==> src/rtl/swd_pkg.sv <==
package swd_pkg;
  localparam int DATA_W    = 32;
  localparam int REQ_W     = 8;
  localparam int IDLE_BITS = 8;

  localparam logic [2:0] ACK_OK    = 3'b001;
  localparam logic [2:0] ACK_WAIT  = 3'b010;
  localparam logic [2:0] ACK_FAULT = 3'b100;

  typedef enum logic [2:0] {
    ST_OK      = 3'd0,
    ST_FAULT   = 3'd1,
    ST_TIMEOUT = 3'd2,
    ST_BADACK  = 3'd3,
    ST_PARITY  = 3'd4
  } swd_status_e;

  typedef enum logic [3:0] {
    S_IDLE, S_REQ, S_TRN_REQ, S_ACK, S_TRN_ACK,
    S_WDATA, S_WIDLE, S_RDATA, S_TRN_RD
  } swd_state_e;

  typedef enum logic [1:0] {
    NX_WRITE, NX_RETRY, NX_END
  } swd_next_e;
endpackage

==> src/rtl/swd_bit_timer.sv <==
module swd_bit_timer (
  input  logic clk,
  input  logic rst_n,
  input  logic run_i,
  output logic swclk_o,
  output logic tick_o
);
  logic phase_q, phase_d;

  always_comb begin
    phase_d = 1'b0;
    if (run_i) phase_d = ~phase_q;
  end

  always_ff @(posedge clk or negedge rst_n) begin
    if (!rst_n) phase_q <= 1'b0;
    else        phase_q <= phase_d;
  end

  assign swclk_o = phase_q;
  assign tick_o  = run_i & phase_q;
endmodule

==> src/rtl/swd_req_enc.sv <==
module swd_req_enc #(
  parameter int REQ_W = 8
) (
  input  logic             ap_sel_i,
  input  logic             read_i,
  input  logic [1:0]       addr_i,
  output logic [REQ_W-1:0] req_o
);
  logic par;
  assign par = ap_sel_i ^ read_i ^ addr_i[0] ^ addr_i[1];

  always_comb begin
    req_o      = '0;
    req_o[0]   = 1'b1;
    req_o[1]   = ap_sel_i;
    req_o[2]   = read_i;
    req_o[4:3] = addr_i;
    req_o[5]   = par;
    req_o[6]   = 1'b0;
    req_o[7]   = 1'b1;
  end
endmodule

==> src/rtl/swd_xact_engine.sv <==
module swd_xact_engine
  import swd_pkg::*;
#(
  parameter int RETRY_W = 8
) (
  input  logic               clk,
  input  logic               rst_n,
  input  logic               start_i,
  input  logic               ap_sel_i,
  input  logic               read_i,
  input  logic [1:0]         addr_i,
  input  logic [DATA_W-1:0]  wdata_i,
  input  logic [RETRY_W-1:0] retry_limit_i,
  input  logic               sticky_fault_i,
  output logic [DATA_W-1:0]  rdata_o,
  output logic [2:0]         status_o,
  output logic               busy_o,
  output logic               done_o,
  output logic               swclk_o,
  output logic               swdio_o,
  output logic               swdio_oe_o,
  input  logic               swdio_i
);
  localparam int CNT_W = $clog2(DATA_W + 2);
  localparam logic [CNT_W-1:0] LAST_REQ  = CNT_W'(REQ_W - 1);
  localparam logic [CNT_W-1:0] LAST_DATA = CNT_W'(DATA_W);
  localparam logic [CNT_W-1:0] LAST_IDLE = CNT_W'(IDLE_BITS - 1);

  swd_state_e           state_q, state_d;
  swd_next_e            nx_q, nx_d;
  logic [CNT_W-1:0]     cnt_q, cnt_d;
  logic [REQ_W-1:0]     req_q, req_d, rsh_req_q, rsh_req_d;
  logic [DATA_W:0]      wsh_q, wsh_d;
  logic [DATA_W-1:0]    rsh_q, rsh_d, rdata_q, rdata_d;
  logic [1:0]           ack_q, ack_d;
  logic [RETRY_W-1:0]   wcnt_q, wcnt_d;
  logic                 rd_q, rd_d, done_q, done_d;
  logic [2:0]           status_q, status_d;
  logic [REQ_W-1:0]     req_enc;
  logic [2:0]           ack_full;
  logic                 tick, run;

  assign run = (state_q != S_IDLE);

  swd_bit_timer u_timer (
    .clk     (clk),
    .rst_n   (rst_n),
    .run_i   (run),
    .swclk_o (swclk_o),
    .tick_o  (tick)
  );

  swd_req_enc #(.REQ_W(REQ_W)) u_enc (
    .ap_sel_i (ap_sel_i),
    .read_i   (read_i),
    .addr_i   (addr_i),
    .req_o    (req_enc)
  );

  assign ack_full = {swdio_i, ack_q};

  always_comb begin
    state_d   = state_q;
    nx_d      = nx_q;
    cnt_d     = cnt_q;
    req_d     = req_q;
    rsh_req_d = rsh_req_q;
    wsh_d     = wsh_q;
    rsh_d     = rsh_q;
    rdata_d   = rdata_q;
    ack_d     = ack_q;
    wcnt_d    = wcnt_q;
    rd_d      = rd_q;
    status_d  = status_q;
    done_d    = 1'b0;
    unique case (state_q)
      S_IDLE: if (start_i) begin
        if (ap_sel_i && sticky_fault_i) begin
          done_d   = 1'b1;
          status_d = ST_FAULT;
          rdata_d  = '0;
        end else begin
          state_d   = S_REQ;
          req_d     = req_enc;
          rsh_req_d = req_enc;
          cnt_d     = '0;
          rd_d      = read_i;
          wsh_d     = {^wdata_i, wdata_i};
          wcnt_d    = '0;
        end
      end
      S_REQ: if (tick) begin
        rsh_req_d = rsh_req_q >> 1;
        cnt_d     = cnt_q + 1'b1;
        if (cnt_q == LAST_REQ) begin
          state_d = S_TRN_REQ;
          cnt_d   = '0;
        end
      end
      S_TRN_REQ: if (tick) state_d = S_ACK;
      S_ACK: if (tick) begin
        cnt_d = cnt_q + 1'b1;
        if (cnt_q != CNT_W'(2)) begin
          ack_d[cnt_q[0]] = swdio_i;
        end else begin
          cnt_d   = '0;
          state_d = S_TRN_ACK;
          nx_d    = NX_END;
          if (ack_full == ACK_OK) begin
            status_d = ST_OK;
            if (rd_q) state_d = S_RDATA;
            else      nx_d    = NX_WRITE;
          end else if (ack_full == ACK_WAIT) begin
            if (wcnt_q == retry_limit_i) begin
              status_d = ST_TIMEOUT;
            end else begin
              wcnt_d = wcnt_q + 1'b1;
              nx_d   = NX_RETRY;
            end
          end else if (ack_full == ACK_FAULT) begin
            status_d = ST_FAULT;
          end else begin
            status_d = ST_BADACK;
          end
        end
      end
      S_TRN_ACK: if (tick) begin
        cnt_d = '0;
        unique case (nx_q)
          NX_WRITE: state_d = S_WDATA;
          NX_RETRY: begin
            state_d   = S_REQ;
            rsh_req_d = req_q;
          end
          default: begin
            state_d = S_IDLE;
            done_d  = 1'b1;
            rdata_d = '0;
          end
        endcase
      end
      S_WDATA: if (tick) begin
        wsh_d = wsh_q >> 1;
        cnt_d = cnt_q + 1'b1;
        if (cnt_q == LAST_DATA) begin
          state_d = S_WIDLE;
          cnt_d   = '0;
        end
      end
      S_WIDLE: if (tick) begin
        cnt_d = cnt_q + 1'b1;
        if (cnt_q == LAST_IDLE) begin
          state_d  = S_IDLE;
          done_d   = 1'b1;
          status_d = ST_OK;
          rdata_d  = '0;
        end
      end
      S_RDATA: if (tick) begin
        cnt_d = cnt_q + 1'b1;
        if (cnt_q != LAST_DATA) begin
          rsh_d = {swdio_i, rsh_q[DATA_W-1:1]};
        end else begin
          state_d  = S_TRN_RD;
          status_d = ((^rsh_q) ^ swdio_i) ? ST_PARITY : ST_OK;
        end
      end
      S_TRN_RD: if (tick) begin
        state_d = S_IDLE;
        done_d  = 1'b1;
        rdata_d = (status_q == ST_OK) ? rsh_q : '0;
      end
      default: state_d = S_IDLE;
    endcase
  end

  always_ff @(posedge clk or negedge rst_n) begin
    if (!rst_n) begin
      state_q   <= S_IDLE;
      nx_q      <= NX_END;
      cnt_q     <= '0;
      req_q     <= '0;
      rsh_req_q <= '0;
      wsh_q     <= '0;
      rsh_q     <= '0;
      rdata_q   <= '0;
      ack_q     <= '0;
      wcnt_q    <= '0;
      rd_q      <= 1'b0;
      status_q  <= ST_OK;
      done_q    <= 1'b0;
    end else begin
      state_q   <= state_d;
      nx_q      <= nx_d;
      cnt_q     <= cnt_d;
      req_q     <= req_d;
      rsh_req_q <= rsh_req_d;
      wsh_q     <= wsh_d;
      rsh_q     <= rsh_d;
      rdata_q   <= rdata_d;
      ack_q     <= ack_d;
      wcnt_q    <= wcnt_d;
      rd_q      <= rd_d;
      status_q  <= status_d;
      done_q    <= done_d;
    end
  end

  always_comb begin
    swdio_oe_o = 1'b0;
    swdio_o    = 1'b0;
    unique case (state_q)
      S_REQ: begin
        swdio_oe_o = 1'b1;
        swdio_o    = rsh_req_q[0];
      end
      S_WDATA: begin
        swdio_oe_o = 1'b1;
        swdio_o    = wsh_q[0];
      end
      S_WIDLE: swdio_oe_o = 1'b1;
      default: ;
    endcase
  end

  assign busy_o   = run;
  assign done_o   = done_q;
  assign status_o = status_q;
  assign rdata_o  = rdata_q;
endmodule

==> config.mk <==
export PLATFORM = sky130hd
export DESIGN_NAME = swd_xact_engine
export DESIGN_NICKNAME = d
export VERILOG_FILES = /design/src/rtl/swd_pkg.sv /design/src/rtl/swd_bit_timer.sv /design/src/rtl/swd_req_enc.sv /design/src/rtl/swd_xact_engine.sv
export SDC_FILE = /design/constraint.sdc
export NUM_CORES = 1
export LEC_CHECK = 0
export CORE_ASPECT_RATIO = 0.75
export CORE_MARGIN = 4
export CORE_UTILIZATION = 46
export CTS_BUF_LIST = sky130_fd_sc_hd__clkbuf_8
export DETAILED_ROUTE_END_ITERATION = 16
export DONT_BUFFER_PORTS = 1
export SKIP_CTS_REPAIR_TIMING = 1
export SYNTH_ARGS = -nofsm -noshare
export SYNTH_HDL_FRONTEND = slang
export SYNTH_HIERARCHICAL = 1
export SYNTH_SLANG_ARGS = --single-unit
==> constraint.sdc <==
create_clock -name clk -period 2.2 [get_ports clk]
set_clock_uncertainty 0.1 [all_clocks]
set_input_delay 0.66 -clock clk [delete_from_list [all_inputs] [get_ports clk]]
set_output_delay 0.66 -clock clk [all_outputs]
set_load 0.02 [all_outputs]
-- Word-level counts from Yosys, hierarchy flattened
Index checks and enable logic that the tools add are counted.
- output and inout bits: 40
- flip-flop bits (word level): 140
- word-level logic and storage cells: 183
- bitwise gates (word level): 8
- add/subtract/negate cells: 2
- magnitude comparators: 2
- multiplexer cells: 89
- equal/unequal tests: 40
- reductions and logical operators: 28
- operators with widths (kind ; number):
    $mux W32 ; 8
    $pmux W32 S4 ; 1
    $mux W33 ; 3
    $mux W8 ; 12
    $pmux W33 S2 ; 1
    $reduce_xor A32 Y1 ; 2
    $mux W4 ; 15
    $mux W6 ; 10
    $ne A2 B2 Y1 const B ; 21
    $mux W3 ; 12
    $pmux W4 S9 ; 1
    $pmux W6 S6 ; 1
    $pmux W8 S3 ; 1
    $reduce_and A8 Y1 ; 3
    $eq A4 B3 Y1 const B ; 4
    $pmux W8 S2 ; 1
    $reduce_and A15 Y1 ; 1
    $mux W2 ; 7
    $pmux W3 S4 ; 1
    $reduce_and A3 Y1 ; 4
    $reduce_bool A4 Y1 ; 3
    $mux W1 ; 10
    $reduce_and A10 Y1 ; 1
    $add A8 B1 Y8 const B ; 1
    36 further kinds ; 45

-- Depth between registers and ports, before layout
Gate-level depths: netlist of run 1.
- word-level depth: 7
- mapped depth: 9
- gate-level depth less buffers: 8

-- Modules after synthesis
The synthesis of run 1 kept the hierarchy.
- modules (own cells, without submodules) (module ; area each (sq um) ; instances ; cells each ; seq. area each (sq um)):
    swd_xact_engine ; 7355.8 ; 1 ; 732 ; 3504.6
    swd_req_enc ; 93.8 ; 1 ; 13 ; 0.0
    swd_bit_timer ; 41.3 ; 1 ; 3 ; 25.0

-- Least setup slack after synthesis of run 1
OpenSTA, ideal clock, no wires.
- kind: register to register
- start point: register state_q[1]
- end point: register status_q[0], in the netlist status_o[0]
- arrival: 2.220 ns
- clock period less this slack: 2.445 ns
- setup time: 0.125 ns
- required time: 1.975 ns
- slack: -0.245 ns
- stages on the path, launching flop included: 9
- path through: dfrtp_1 > buf_6 > or4_4 > and2_2 > buf_2 > a31oi_1 > a2111oi_4 > o21ai_2 > mux2_2
- word-level cells in the longest chain between the ends: 4
- RTL lines (element ; RTL line ; RTL):
    from (decl) ; swd_xact_engine.sv:29 ; swd_state_e state_q, state_d;
    from (signal assigned) ; swd_xact_engine.sv:193 ; state_q <= state_d;
    $reduce_bool A4 Y1 * ; swd_xact_engine.sv:43 ; assign run = (state_q != S_IDLE);
    named net busy_o ; swd_xact_engine.sv:17 ; output logic busy_o,
    $and A1 B1 Y1 * ; swd_bit_timer.sv:21 ; assign tick_o = run_i & phase_q;
    named net tick ; swd_xact_engine.sv:41 ; logic tick, run;
    $ne A2 B2 Y1 (no line) ; n/a ;
    $reduce_and A10 Y1 (no line) * ; n/a ;
    to (signal assigned) ; swd_xact_engine.sv:204 ; status_q <= status_d;
    to (decl) ; swd_xact_engine.sv:38 ; logic [2:0] status_q, status_d;
The timed path passes the listed nets; every way through them passes the cells marked *.
A chain may end at the register's enable or synchronous reset.

-- Worst setup path after layout of run 1
- start point: register state_q[2]
- end point: output swdio_o
- word-level cells in the longest chain between the ends: 2
- RTL lines (element ; RTL line ; RTL):
    $eq A4 B3 Y1 / $eq A4 B1 Y1 (equally long branches) ; swd_xact_engine.sv:212 ; unique case (state_q)
    $pmux W1 S2 * ; swd_xact_engine.sv:212 ;
    to (decl) ; swd_xact_engine.sv:20 ; output logic swdio_o,
Mark *: on every way between the ends. The rest lies on a longest branch, timed or not.

==> impl_metrics.env, run 1 <==
export IMPL_status="complete, but fails checks"
export IMPL_violations="negative hold slack, negative setup slack"
export IMPL_vdd_ir_drop_max_mv=0.612
export IMPL_drc_errors=0
export IMPL_path_max_fanout=4
export IMPL_drive_gt1_share_pct=26.4
export IMPL_drt_wl_total_um=17700
export IMPL_arrival_ps=1600
export IMPL_syn2layout_area_growth_pct=19.3
export IMPL_async_flop_share_pct=100
export IMPL_synth_ff_type="dfrtp_1"
export IMPL_place_inst=944
export IMPL_vias=5491
export IMPL_worstRegToRegCells=9
export IMPL_ys_ff_latch=141
export IMPL_grt_pass1_vias=5204
export IMPL_worstSetupEndpointType="primary output"
export IMPL_setup_viol=17
export IMPL_vias_per_cell=5.44
export IMPL_grt_remaining_overflow=0
export IMPL_seq_area_frac_synth_pct=47.1
export IMPL_fin_crit_sh_pct=107
export IMPL_hpwl_um=10800
export IMPL_tns_ps=-542
export IMPL_core_area_um2=16000
export IMPL_clockBufferDepth=2
export IMPL_final_cell_mix="140 x dfrtp_1, 109 x nand2_1, 66 x xnor2_1"
export IMPL_postRouteAntennaNets=0
export IMPL_grt_max_degree=142
export IMPL_io_buffers=0
export IMPL_drv_slew=0
export IMPL_rsz0062_at_grt="true"
export IMPL_final_common_cell="dfrtp_1"
export IMPL_antenna_found_initial=0
export IMPL_reg2reg_setup_slack_ps=-50
export IMPL_yosysWarningCount=6
export IMPL_grt_first_pass_wirelength_um=26200
export IMPL_power_leakage_nw=3.83
export IMPL_place_gp_congestion=0.833
export IMPL_die_area_um2=18400
export IMPL_synth_top_area_share_pct=46.8
export IMPL_syn_avg_cell_area_um2=10.0
export IMPL_synth_cells=748
export IMPL_reg2reg_from="state_q[0]$_DFFE_PN0P_"
export IMPL_path_clk_slew_ps=90
export IMPL_cts_tree="done"
export IMPL_netlist_area_um2=7490
export IMPL_cts_max_level=4
export IMPL_synth_cell_type_count=63
export IMPL_crit_required_ps=1440
export IMPL_initial_core_util_pct=46.8
export IMPL_path_class="reg -> out"
export IMPL_synth_edf_count=0
export IMPL_die_y_um=119
export IMPL_drt_iter0_drc=325
export IMPL_drtPass1Iterations=5
export IMPL_stdcell_count=1010
export IMPL_worst_setup_path_start_kind="flop"
export IMPL_die_w_um=155
export IMPL_cts_root_buf="clkbuf_8"
export IMPL_period_needed_ps=2360
export IMPL_drv_cap=0
export IMPL_pre_cts_slack_ps=-41.3
export IMPL_nets=840
export IMPL_avgRoutedWirePerCell_um=17.5
export IMPL_wl_met1_um=8160
export IMPL_fmax_mhz=424
export IMPL_powerDensity_nw_per_um2=1140
export IMPL_num_rows=40
export IMPL_netlist_top_cells_area="dfrtp_1 47%, xnor2_1 7.7%, mux2_2 6.6%, nand2_1 6.1%, o21ai_0 5.4%"
export IMPL_route_met3_wl_um=1140
export IMPL_track_usage_pct=17.4
export IMPL_numClockSinks=141
export IMPL_top_layer="met4"
export IMPL_fin_hold_ws_ps=-192
export IMPL_yosysTopAreaCell="dfrtp_1"
export IMPL_diodes=0
export IMPL_io_pins=89
export IMPL_clk_latency_ps=440
export IMPL_wl_met2_um=8370
export IMPL_fin_ws_ps=-159
export IMPL_hp_class="in -> async"
export IMPL_r2r_end="state_q[3]$_DFFE_PN0P_"
export IMPL_finalHoldViolations=140
export IMPL_numCtsBuffers=17
synth_stat cells (2+ instances only):
master,count
a31oi_1,6
dfrtp_1,140
nand2_1,122
mux2i_1,34
a21o_1,4
nand2b_1,3
o21ai_2,3
nor2_1,32
buf_4,10
nor2b_1,10
or2_2,2
o21ai_0,81
o2111ai_1,3
nor3_1,12
a22o_1,4
o21ai_1,13
o31ai_1,3
a21oi_1,20
xnor2_1,66
nand4_1,5
and3_1,2
o211a_1,2
clkbuf_1,18
xor2_1,14
buf_6,7
o21a_1,2
conb_1,2
or3_1,4
ha_1,4
buf_2,21
o221ai_1,7
inv_1,9
nand3_1,10
mux2_2,44
layout make-up:
class                      count  area [µm²]
sequential                   141        3530
timing repair buffer          74         865
clock inverter                14         146
clock buffer                  18         248
tap                          210         263
fill                        1358        7080
multi-input combinational    544        3850
inverter                       9        36.3
where the power goes:
group          total (mW)  leakage, nW  internal (mW)  switching (mW)
logic                4.36         1.77           2.11            2.25
clock network        2.10        0.196          0.968            1.13
registers            3.70         1.86           3.21           0.496
total                10.2         3.83           6.29            3.88
through the flow:
stage	util, %	instance area, µm²	power, mW
floorplan	-	7540	6.45
global route	55.8	8930	10.9
global placement	49.2	7880	7.30
finish	55.8	8930	10.2
CTS	51.6	8270	9.56
detailed placement	49.2	7880	7.42
metal layers:
layer | global-route usage (%) | vias up
li1 | - | 2648
met1 | 25.1 | 2715
met2 | 25.8 | 126
met3 | 6.11 | 2
met4 | 3.34 | 0
met5 | 0 | -
how the worst max path moves through the flow:
stage                      startpoint                 endpoint  slack (ps)  cells after the start
3_3_place_gp   state_q[3]$_DFFE_PN0P_  status_o[0]$_DFFE_PN0P_         -20                      7
2_1_floorplan  state_q[3]$_DFFE_PN0P_  status_o[0]$_DFFE_PN0P_        -170                      8
3_5_place_dp   state_q[3]$_DFFE_PN0P_  status_o[0]$_DFFE_PN0P_         -40                      7
5_1_grt        state_q[2]$_DFFE_PN0P_                  swdio_o        -250                      5
4_1_cts        state_q[2]$_DFFE_PN0P_                  swdio_o        -420                      5
6_report       state_q[2]$_DFFE_PN0P_                  swdio_o        -160                      5
sequential cells by signal, indices dropped and copies added, names as in the netlist:
signal / cells
state_q: 4
req_q: 8
rd_q: 1
cnt_q: 6
nx_q: 2
rsh_q: 32
status_o: 3
wcnt_q: 8
u_timer/swclk_o: 1
wsh_q: 33
rdata_o: 32
done_o: 1
rsh_req_q: 8
ack_q: 2
worst max-delay path, cell delays in order, from the launching register on:
cell and delay (ps):
dfrtp_1 430, buf_12 150, buf_12 120, mux2i_2 140, nor3_2 160, buf_4 160
cells by family (layout without fill, tap and decap cells):
kind of cell               after synthesis  after routing  synth area share [%]
and+or+nand+nor                        217            217                  13.2
DFF                                    141            141                  47.1
AOI/OAI and AO/OA                      160            161                  13.2
xor gates and xnor gates                81             81                  9.65
muxes                                   78             78                  11.2
other                                    2              3                 0.100
buffers and inverters                   65            115                  4.81
adders and majority gates                4              4                 0.668
Power figures use the tool's default switching activity.
==> inputs of run 2 (changes only) <==
--- a/config.mk
+++ b/config.mk
@@ -11,6 +11,7 @@
 export CTS_BUF_LIST = sky130_fd_sc_hd__clkbuf_8
 export DETAILED_ROUTE_END_ITERATION = 16
 export DONT_BUFFER_PORTS = 1
+export GPL_ROUTABILITY_DRIVEN = 0
 export SKIP_CTS_REPAIR_TIMING = 1
 export SYNTH_ARGS = -nofsm -noshare
 export SYNTH_HDL_FRONTEND = slang
==> run 2 against run 1 <==
Net effect:
- the flow still finishes with violations (negative hold slack, negative setup slack)
- worst hold slack lost 8.5 ps
- total power up 1.1%
- sequential cell count stayed put
- combinational power down 1%
- clock power rose by 10%
- global-route usage grew 0.73 points
- critical path type unchanged
==> impl_metrics.env, run 2 (synthesized netlist as in run 1, its figures left out) <==
export IMPL_crit_chain="buf_12 -> buf_12 -> mux2i_2 -> nor3_2 -> buf_4"
export IMPL_die_area_um2=18400
export IMPL_nets=822
export IMPL_worstSetupEndpointType="primary output"
export IMPL_track_usage_pct=18.2
export IMPL_numCtsBuffers=17
export IMPL_cts_max_level=4
export IMPL_setup_viol=45
export IMPL_relSlewSlack_pct=65.5
export IMPL_fin_hold_ws_ps=-201
export IMPL_crit_buf_inv=3
export IMPL_tns_ps=-2340
export IMPL_hp_class="in -> async"
export IMPL_drv_slew=0
export IMPL_syn2layout_area_growth_pct=15.9
export IMPL_rsz0062_at_grt="true"
export IMPL_powerDensity_nw_per_um2=1180
export IMPL_clockBufferDepth=2
export IMPL_period_needed_ps=2360
export IMPL_num_rows=40
export IMPL_reg2reg_setup_slack_ps=-70
export IMPL_drt_wl_total_um=16700
export IMPL_top_layer="met4"
export IMPL_grt_max_degree=142
export IMPL_diodes=0
export IMPL_drive_gt1_share_pct=23.4
export IMPL_wl_met1_um=7730
export IMPL_violations="negative hold slack, negative setup slack"
export IMPL_fmax_mhz=424
export IMPL_tightest_slew_ps=513
export IMPL_drv_cap=0
export IMPL_grt_first_pass_wirelength_um=27200
export IMPL_drtPass1Iterations=5
export IMPL_numClockSinks=141
export IMPL_cts_root_buf="clkbuf_8"
export IMPL_cts_tree="done"
export IMPL_hpwl_um=11200
export IMPL_path_depth=5
export IMPL_regArea_um2=3530
export IMPL_io_buffers=0
export IMPL_path_max_fanout=17
export IMPL_core_area_um2=16000
export IMPL_postRouteAntennaNets=0
export IMPL_place_inst=943
export IMPL_largest_register="wsh_q"
export IMPL_final_cell_mix="140 x dfrtp_1, 118 x nand2_1, 76 x o21ai_0"
export IMPL_critPathTopFamily="buffers and inverters"
export IMPL_n_fill_cell=1427
export IMPL_path_class="reg -> out"
export IMPL_slowest_delay_ps=420
export IMPL_multi_input_area_um2=3790
export IMPL_die_y_um=119
export IMPL_io_pins=89
export IMPL_grt_pass1_vias=5373
export IMPL_grt_remaining_overflow=0
export IMPL_arrival_ps=1600
export IMPL_status="complete, but fails checks"
export IMPL_initial_core_util_pct=46.8
export IMPL_power_leakage_nw=3.71
export IMPL_antenna_found_initial=0
export IMPL_crit_required_ps=1440
export IMPL_avgRoutedWirePerCell_um=16.8
export IMPL_largest_reg_flops=33
export IMPL_finalHoldViolations=140
export IMPL_stdcell_count=992
export IMPL_drc_errors=0
export IMPL_fin_ws_ps=-156
export IMPL_finalPower_mw=10.3
export IMPL_vdd_ir_drop_max_mv=0.527
export IMPL_vias=5399
export IMPL_wl_met2_um=7600
export IMPL_fin_crit_sh_pct=107
export IMPL_clk_latency_ps=450
export IMPL_final_common_cell="dfrtp_1"
export IMPL_drt_iter0_drc=288
export IMPL_route_met3_wl_um=1280
export IMPL_critical_path_most_common_cell="buf_12"
export IMPL_die_w_um=155
export IMPL_vias_per_cell=5.44
export IMPL_worst_setup_path_start_kind="flop"
export IMPL_slowest_stage="dfrtp_1"
export IMPL_worstRegToRegCells=7
export IMPL_path_clk_slew_ps=90
## run 2: changes by cell type in the layout (fill, tap and decap cells not counted), moves of 5 or more
cell / before / now
o21ai_1: 35 / 18
nand2_2: 12 / 3
buf_4: 45 / 35
nand2_1: 109 / 118
o21ai_0: 55 / 76
clkbuf_16: 7 / 2
## run 2: area by class of cell
type	instances	share of cell area [%]
clock buffer	17	2.69
timing repair buffer	57	7.32
tap	210	3.03
sequential	141	40.7
multi-input combinational	543	43.6
inverter	9	0.389
clock inverter	15	2.29
## run 2: layer usage
layer	track usage (%)	vias to the layer above
met2	27.5	145
met5	0	-
met1	25.2	2630
li1	-	2618
met4	4.59	0
met3	6.11	6
## run 2: worst register-to-register path, delay by kind of cell, from the launching register on
| family | cells | cell delay (ps) |
|---|---|---|
| buffers and inverters | 2 | 400 |
| flip-flops | 1 | 390 |
| multiplexers | 1 | 310 |
| AND/OR/NAND/NOR | 4 | 970 |
## run 2: path summary, 6_finish.rpt
path	from	endpoint
max	state_q[2]$_DFFE_PN0P_	swdio_o
min	rst_n	cnt_q[3]$_DFFE_PN0P_
max reg2reg	state_q[3]$_DFFE_PN0P_	rsh_q[24]$_DFFE_PN0P_
min reg2reg	wsh_q[7]$_DFFE_PN0P_	wsh_q[7]$_DFFE_PN0P_
max in group asynchronous	rst_n	nx_q[1]$_DFFE_PN1P_
min in group clk	swdio_i	ack_q[0]$_DFFE_PN0P_
## run 2: stage by stage
| stage | instance area, µm² | setup slack [ps] | utilization, % |
|---|---|---|---|
| after global placement | 7910 | -8.20 | 49.4 |
| final | 8680 | -156 | 54.2 |
| after floorplan | 7540 | -172 | - |
| after CTS | 8340 | -439 | 52.1 |
| after global routing | 8680 | -250 | 54.2 |
| after detailed placement | 7910 | -57.5 | 49.4 |
## run 2: where the power goes
group	total (mW)	switching, mW	internal (mW)
clock network	2.31	1.14	1.17
registers	3.68	0.473	3.21
logic	4.30	2.22	2.08
